--- src/rtl/pfd_lock_mux.sv ---
module pfd_lock_mux #(
  parameter int LOCK_WIN   = 2,
  parameter int UNLOCK_WIN = 4,
  parameter int GOOD_N     = 3
) (
  input  logic       clk,
  input  logic       rst_n,
  input  logic [1:0] fr_in,
  input  logic [1:0] fp_in,
  input  logic [1:0] pol,
  input  logic [1:0] pwr_on,
  input  logic       lds,
  input  logic       t1,
  input  logic       t2,
  output logic [1:0] cp_oe,
  output logic [1:0] cp_lvl,
  output logic       mon_out
);
  localparam int RUN_W  = $clog2(UNLOCK_WIN + 2);
  localparam int GOOD_W = $clog2(GOOD_N + 1);

  logic [1:0] lock_q;
  logic [1:0] act_q;

  genvar g;
  generate
    for (g = 0; g < 2; g++) begin : g_loop
      logic              up_q, dn_q, skip_q, lk_q;
      logic [RUN_W-1:0]  run_q;
      logic [GOOD_W-1:0] good_q;
      logic              act, cmp, too_big, in_win, up_n, dn_n;
      logic [RUN_W-1:0]  err;

      assign act     = up_q | dn_q;
      assign cmp     = (up_q & fp_in[g]) | (dn_q & fr_in[g]) | (~act & fr_in[g] & fp_in[g]);
      assign err     = act ? run_q + 1'b1 : '0;
      assign too_big = act & (err >= RUN_W'(UNLOCK_WIN));
      assign in_win  = err <= RUN_W'(LOCK_WIN);
      assign up_n    = (up_q | fr_in[g]) & ~(dn_q | fp_in[g]);
      assign dn_n    = (dn_q | fp_in[g]) & ~(up_q | fr_in[g]);

      always_ff @(posedge clk or negedge rst_n) begin
        if (!rst_n) begin
          up_q <= 1'b0; dn_q <= 1'b0; run_q <= '0;
          good_q <= '0; lk_q <= 1'b0; skip_q <= 1'b1;
        end else if (!pwr_on[g]) begin
          up_q <= 1'b0; dn_q <= 1'b0; run_q <= '0;
          good_q <= '0; lk_q <= 1'b0; skip_q <= 1'b1;
        end else begin
          up_q <= up_n;
          dn_q <= dn_n;
          if (act && !cmp)
            run_q <= (run_q == RUN_W'(UNLOCK_WIN)) ? run_q : run_q + 1'b1;
          else
            run_q <= '0;
          if (cmp) skip_q <= 1'b0;
          if (too_big) begin
            lk_q   <= 1'b0;
            good_q <= '0;
          end else if (cmp && !skip_q) begin
            if (in_win) begin
              if (good_q >= GOOD_W'(GOOD_N - 1)) begin
                lk_q   <= 1'b1;
                good_q <= GOOD_W'(GOOD_N);
              end else begin
                good_q <= good_q + 1'b1;
              end
            end else begin
              good_q <= '0;
            end
          end
        end
      end

      assign cp_oe[g]  = pwr_on[g] & act & ~skip_q;
      assign cp_lvl[g] = cp_oe[g] & (up_q == pol[g]);
      assign lock_q[g] = lk_q;
      assign act_q[g]  = act;
    end
  endgenerate

  logic lock_all, mon_sel;
  assign lock_all = &(lock_q | ~pwr_on);
  assign mon_sel  = t2 ? fp_in[t1] : fr_in[t1];
  assign mon_out  = lds ? mon_sel : lock_all;
endmodule

--- config.mk ---
export PLATFORM = sky130hd
export DESIGN_NAME = pfd_lock_mux
export DESIGN_NICKNAME = d
export VERILOG_FILES = /design/src/rtl/pfd_lock_mux.sv
export SDC_FILE = /design/constraint.sdc
export NUM_CORES = 1
export LEC_CHECK = 0
export CORE_MARGIN = 1
export CORE_UTILIZATION = 50
export CTS_CLUSTER_SIZE = 24
export DETAILED_ROUTE_END_ITERATION = 10
export GPL_TIMING_DRIVEN = 1
export PLACE_DENSITY = 0.77
export SLEW_MARGIN = 20
export SYNTH_ARGS = -nofsm -noshare
export SYNTH_HDL_FRONTEND = slang
export SYNTH_SLANG_ARGS = --single-unit
--- constraint.sdc ---
create_clock -name clk -period 1.8 [get_ports clk]
set_clock_uncertainty 0.2 [all_clocks]
set_input_delay 0.36 -clock clk [delete_from_list [all_inputs] [get_ports clk]]
set_output_delay 0.36 -clock clk [all_outputs]
set_load 0.005 [all_outputs]
Word level (Yosys, flattened, before mapping)
Cells that the tools add are included.

Reductions and logical operators: 11. Bitwise operators: 40. Equal/unequal tests: 14. $add $sub $neg: 4. Order comparisons: 7. Muxes and demuxes: 42.

Operators by type and width (number): two-way mux 1 bit (24); two-way mux 3 bit (8); bitwise AND 1 bit (20); two-way mux 2 bit (10); != test 3 x 1 -> 1 bit (second input constant) (6); bitwise OR 1 bit (10); NOT 1 bit (8); adder 3 x 1 -> 3 bit (second input constant) (2); == test 3 bit (second input constant) (2); >= comparator 3 bit (second input constant) (2); less-or-equal comparator 3 x 2 -> 1 bit (second input constant) (2); != test 3 bit (second input constant) (2); AND reduction 3 bit (2); adder 2 x 1 -> 2 bit (second input constant) (2); >= comparator 2 bit (second input constant) (2); logical AND 1 bit (4); zero test 1 bit (4); != test 2 x 1 -> 1 bit (second input constant) (2); == test 1 bit (2); < comparator 1 x 2 -> 1 bit (second input constant) (1); NOT 2 bit (1); bitwise OR 2 bit (1); AND reduction 2 bit (1).

Flip-flop bits (word level): 18. Output and inout bits: 5. Word-level logic and storage cells: 130. Input port bits: 13.

Depth between registers and ports, before layout
Depth in word-level cells: 9. Gate-level depth with buffers: 5. Depth with buffers taken out: 5.

Least setup slack after synthesis
Ideal clock, no wire load.

Path kind: input port to output port. From: in t2. To: out mon_out. Data required time: 1240 ps. Stages: 3. Slack: 264 ps. Arrival time: 976 ps. Path through: mux4_2 nand2_1 o21ai_0.

Word-level cells in the longest chain between the ends: 2.

RTL lines: from (decl) (line 14) `input logic t2,`; two-way mux 1 bit (line 84) `assign mon_sel = t2 ? fp_in[t1] : fr_in[t1];`; two-way mux 1 bit (line 85) `assign mon_out = lds ? mon_sel : lock_all;`; to (decl) (line 17) `output logic mon_out`.

No other way between the ends.

Worst setup path after layout
From: reg g_loop[1].up_q. To: out cp_lvl[1].

Word-level cells in the longest chain between the ends: 4. Elaborated cells between the ends (all ways): 5. Classes of those cells: eq/ne: 1; bitwise: 4.

RTL lines: from (decl) (line 28) `logic up_q, dn_q, skip_q, lk_q;`; from (signal assigned) (line 50) `up_q <= up_n;`; bitwise OR 1 bit (line 34) `assign act = up_q | dn_q;`; bitwise AND 1 bit (2 in series) (line 75) `assign cp_oe[g] = pwr_on[g] & act & ~skip_q;`; bitwise AND 1 bit * (line 76) `assign cp_lvl[g] = cp_oe[g] & (up_q == pol[g]);`; to (decl) (line 16) `output logic [1:0] cp_lvl,`.

Every way passes the cells marked *; elsewhere a longest branch is shown, timed or not.

==> results.sh <==
export IMPL_start_util_pct=54.9
export IMPL_tightest_slew_ps=340
export IMPL_cts_tree="done"
export IMPL_drc=0
export IMPL_crit_required_ps=1240
export IMPL_grt_usage_pct=24.2
export IMPL_num_vias=866
export IMPL_insertion_delay_ps=280
export IMPL_dp_hpwl_um=1660
export IMPL_gp_congestion=0.807
export IMPL_grt_overflow_total=0
export IMPL_core_um2=1780
export IMPL_endpoint="cp_lvl[1]"
export IMPL_timing_final_crit_share_pct=98.8
export IMPL_ant_nets=0
export IMPL_slew_headroom_pct=77.1
export IMPL_detail_route_wl_per_cell_um=12.8
export IMPL_switching_share_pct=25.5
export IMPL_postRouteWirelength_um=2140
export IMPL_cts_buffer_depth=2
export IMPL_grt_max_degree=19
export IMPL_num_fill_cells=126
export IMPL_nNetsFinal=162
export IMPL_multi_input_area_um2=513
export IMPL_avgSynthCellArea_um2=9.33
export IMPL_cp_data_arrival_time_ps=1220
export IMPL_ys_ff_latch=18
export IMPL_cts_htree_levels=1
export IMPL_yosys_warnings=0
export IMPL_combPwrFrac_pct=19.0
export IMPL_drv_slew=0
export IMPL_worstSetupStartpoint="g_loop[1].up_q$_DFF_PN0_"
export IMPL_r2r_cells=6
export IMPL_synth_largest_area_cell="dfrtp_1"
export IMPL_pwr_share_seq_pct=56.3
export IMPL_drt_iter0_markers=11
export IMPL_syn_nets=122
export IMPL_rsz0062_at_grt="true"
export IMPL_clock_fmax_ghz=0.562
export IMPL_p_int_uw=572
export IMPL_synth_area_um2=980
export IMPL_cp_start_kind="register"
export IMPL_fin_setup_tns_ps=0
export IMPL_period_needed_ps=1780
export IMPL_r2r_start="g_loop[1].up_q$_DFF_PN0_"
export IMPL_core_rowCount=15
export IMPL_ir_worst_vdd_v=0.000449
export IMPL_worstSetupEndpointType="primary output"
export IMPL_hp_class="in2reg"
export IMPL_cts_num_sinks=18
export IMPL_die_h_um=46.3
export IMPL_synth_cell_types=25
export IMPL_grt_first_pass_wirelength_um=3590
export IMPL_synth_top_area_share_pct=40.9
export IMPL_drive_gt1_share_pct=30.1
export IMPL_port_buffers=17
export IMPL_num_antenna_cells=0
export IMPL_path_class="reg2out"
export IMPL_finalHoldViolations=0
export IMPL_register_area_um2=453
export IMPL_grt_pass1_vias=857
export IMPL_yosysSeqAreaShare_pct=46.2
export IMPL_cap_violations=0
export IMPL_clockPowerShare_pct=24.7
export IMPL_crit_fanout=2
export IMPL_cts_made_buffers=3
export IMPL_clk_pin_slew_ps=100
export IMPL_synthesis_instances=105
export IMPL_synth_area_leaders="dfrtp_1 (41%), nor2_1 (6.1%), dfstp_2 (5.4%), ha_1 (5.1%), a21oi_1 (4.1%)"
export IMPL_setup_viol=0
export IMPL_power_density_nw_per_um2=584
export IMPL_pin_count=18
export IMPL_die_w_um=46.3
export IMPL_clockRootBuffer="clkbuf_4"
export IMPL_vias_per_cell=5.15
export IMPL_final_cell_mix="nor2_1 (16), dfrtp_1 (16), buf_4 (16)"
export IMPL_r2r_setup_slack_ps=220
export IMPL_antenna_found_initial=0
export IMPL_p_leak_nw=0.599
export IMPL_area_delta_synth_final_pct=34.1
export IMPL_firstDrtPassIters=4
export IMPL_outcome="finished clean"
export IMPL_power_uw=768
export IMPL_die_area_um2=2140
export IMPL_reg2reg_to="g_loop[1].good_q[0]$_DFFE_PN0P_"
export IMPL_p_switching_uw=196
==> worst min path at each step <==
stage | endpoint | slack [ps] | from | cells past startpoint
final | g_loop[0].dn_q$_DFF_PN0_ | 160 | fr_in[0] | 3
after global routing | g_loop[0].dn_q$_DFF_PN0_ | 150 | fr_in[0] | 3
after CTS | g_loop[0].good_q[0]$_DFFE_PN0P_ | 210 | rst_n | 2
after detailed placement | g_loop[0].skip_q$_DFFE_PN1P_ | 290 | g_loop[0].skip_q$_DFFE_PN1P_ | 2
after global placement | g_loop[0].skip_q$_DFFE_PN1P_ | 300 | g_loop[0].skip_q$_DFFE_PN1P_ | 2
after floorplan | g_loop[0].dn_q$_DFF_PN0_ | -140 | rst_n | 0
==> cells in the mapped netlist (all sizes together) <==
cell    count
xnor2       4
nor4        3
o21ai       9
o22ai       1
o211ai      1
nor2       16
a31oi       2
and2b       1
ha          4
nand3       4
nor3        8
dfrtp      16
mux4        1
xor2        2
dfstp       2
buf         1
nand3b      1
a221o       2
nand2b      4
a21oi       8
inv         6
nand2       9
==> critical path, cell delays in order (launching register included) <==
cell and delay (ps):
dfrtp_1 410, buf_6 130, xor2_2 140, nor3_2 140
buf_2 120
==> flip-flops by register name, indices dropped and copies added, names as in the netlist <==
name           flops
g_loop.run_q       6
g_loop.good_q      4
g_loop.dn_q        2
g_loop.lk_q        2
g_loop.skip_q      2
g_loop.up_q        2
==> power by group through the flow <==
stage               clock, mW  combinational, mW  sequential (mW)
detailed placement          0              0.142            0.441
global placement            0              0.137            0.441
finish                  0.190              0.146            0.432
CTS                     0.195              0.142            0.431
global route            0.219              0.162            0.434
floorplan                   0             0.0581            0.439
==> area by class of cell <==
| class | instances | share of cell area [%] |
|---|---|---|
| inverter | 6 | 1.71 |
| clock buffer | 3 | 1.71 |
| multi-input combinational | 80 | 39.0 |
| timing repair buffer | 36 | 20.7 |
| sequential | 18 | 34.5 |
| tap | 25 | 2.38 |
==> layer usage <==
metal | vias up | track usage (%) | share of wire, %
met3 | 2 | 3.92 | 3.0
li1 | 445 | - | -
met5 | - | 0 | 0
met1 | 401 | 29.4 | 46
met4 | 0 | 8.82 | 0.65
met2 | 18 | 42.8 | 50
==> cell families after synthesis <==
kind of cell | Yosys count | synth area share (%)
AOI/OAI and AO/OA | 23 | 14.3
xor gates and xnor gates | 6 | 5.36
adders and majority gates | 4 | 5.11
buffers and inverters | 7 | 3.45
DFF | 18 | 46.2
muxes | 1 | 2.30
and+or+nand+nor | 46 | 23.2
==> through the flow <==
stage / utilization, % / instances / cell area [um^2] / worst slack [ps] / hold slack (ps)
floorplan: - / 105 / 980 / 264 / -136
global placement: 71.9 / 161 / 1280 / -681 / 298
detailed placement: 71.9 / 161 / 1280 / -684 / 294
CTS: 73.4 / 167 / 1310 / -48.7 / 207
global route: 73.7 / 168 / 1310 / -59.6 / 155
finish: 73.7 / 168 / 1310 / 20.8 / 164
==> timing repair <==
| action | CTS | global route |
|---|---|---|
| resized for setup | 30 | 15 |
| endpoints found under the setup margin | 5 | 4 |
| pin swaps | 4 | 5 |
| setup buffers | 3 | 1 |
| hold buffers | 0 | 0 |
Power figures use the tool's default switching activity.
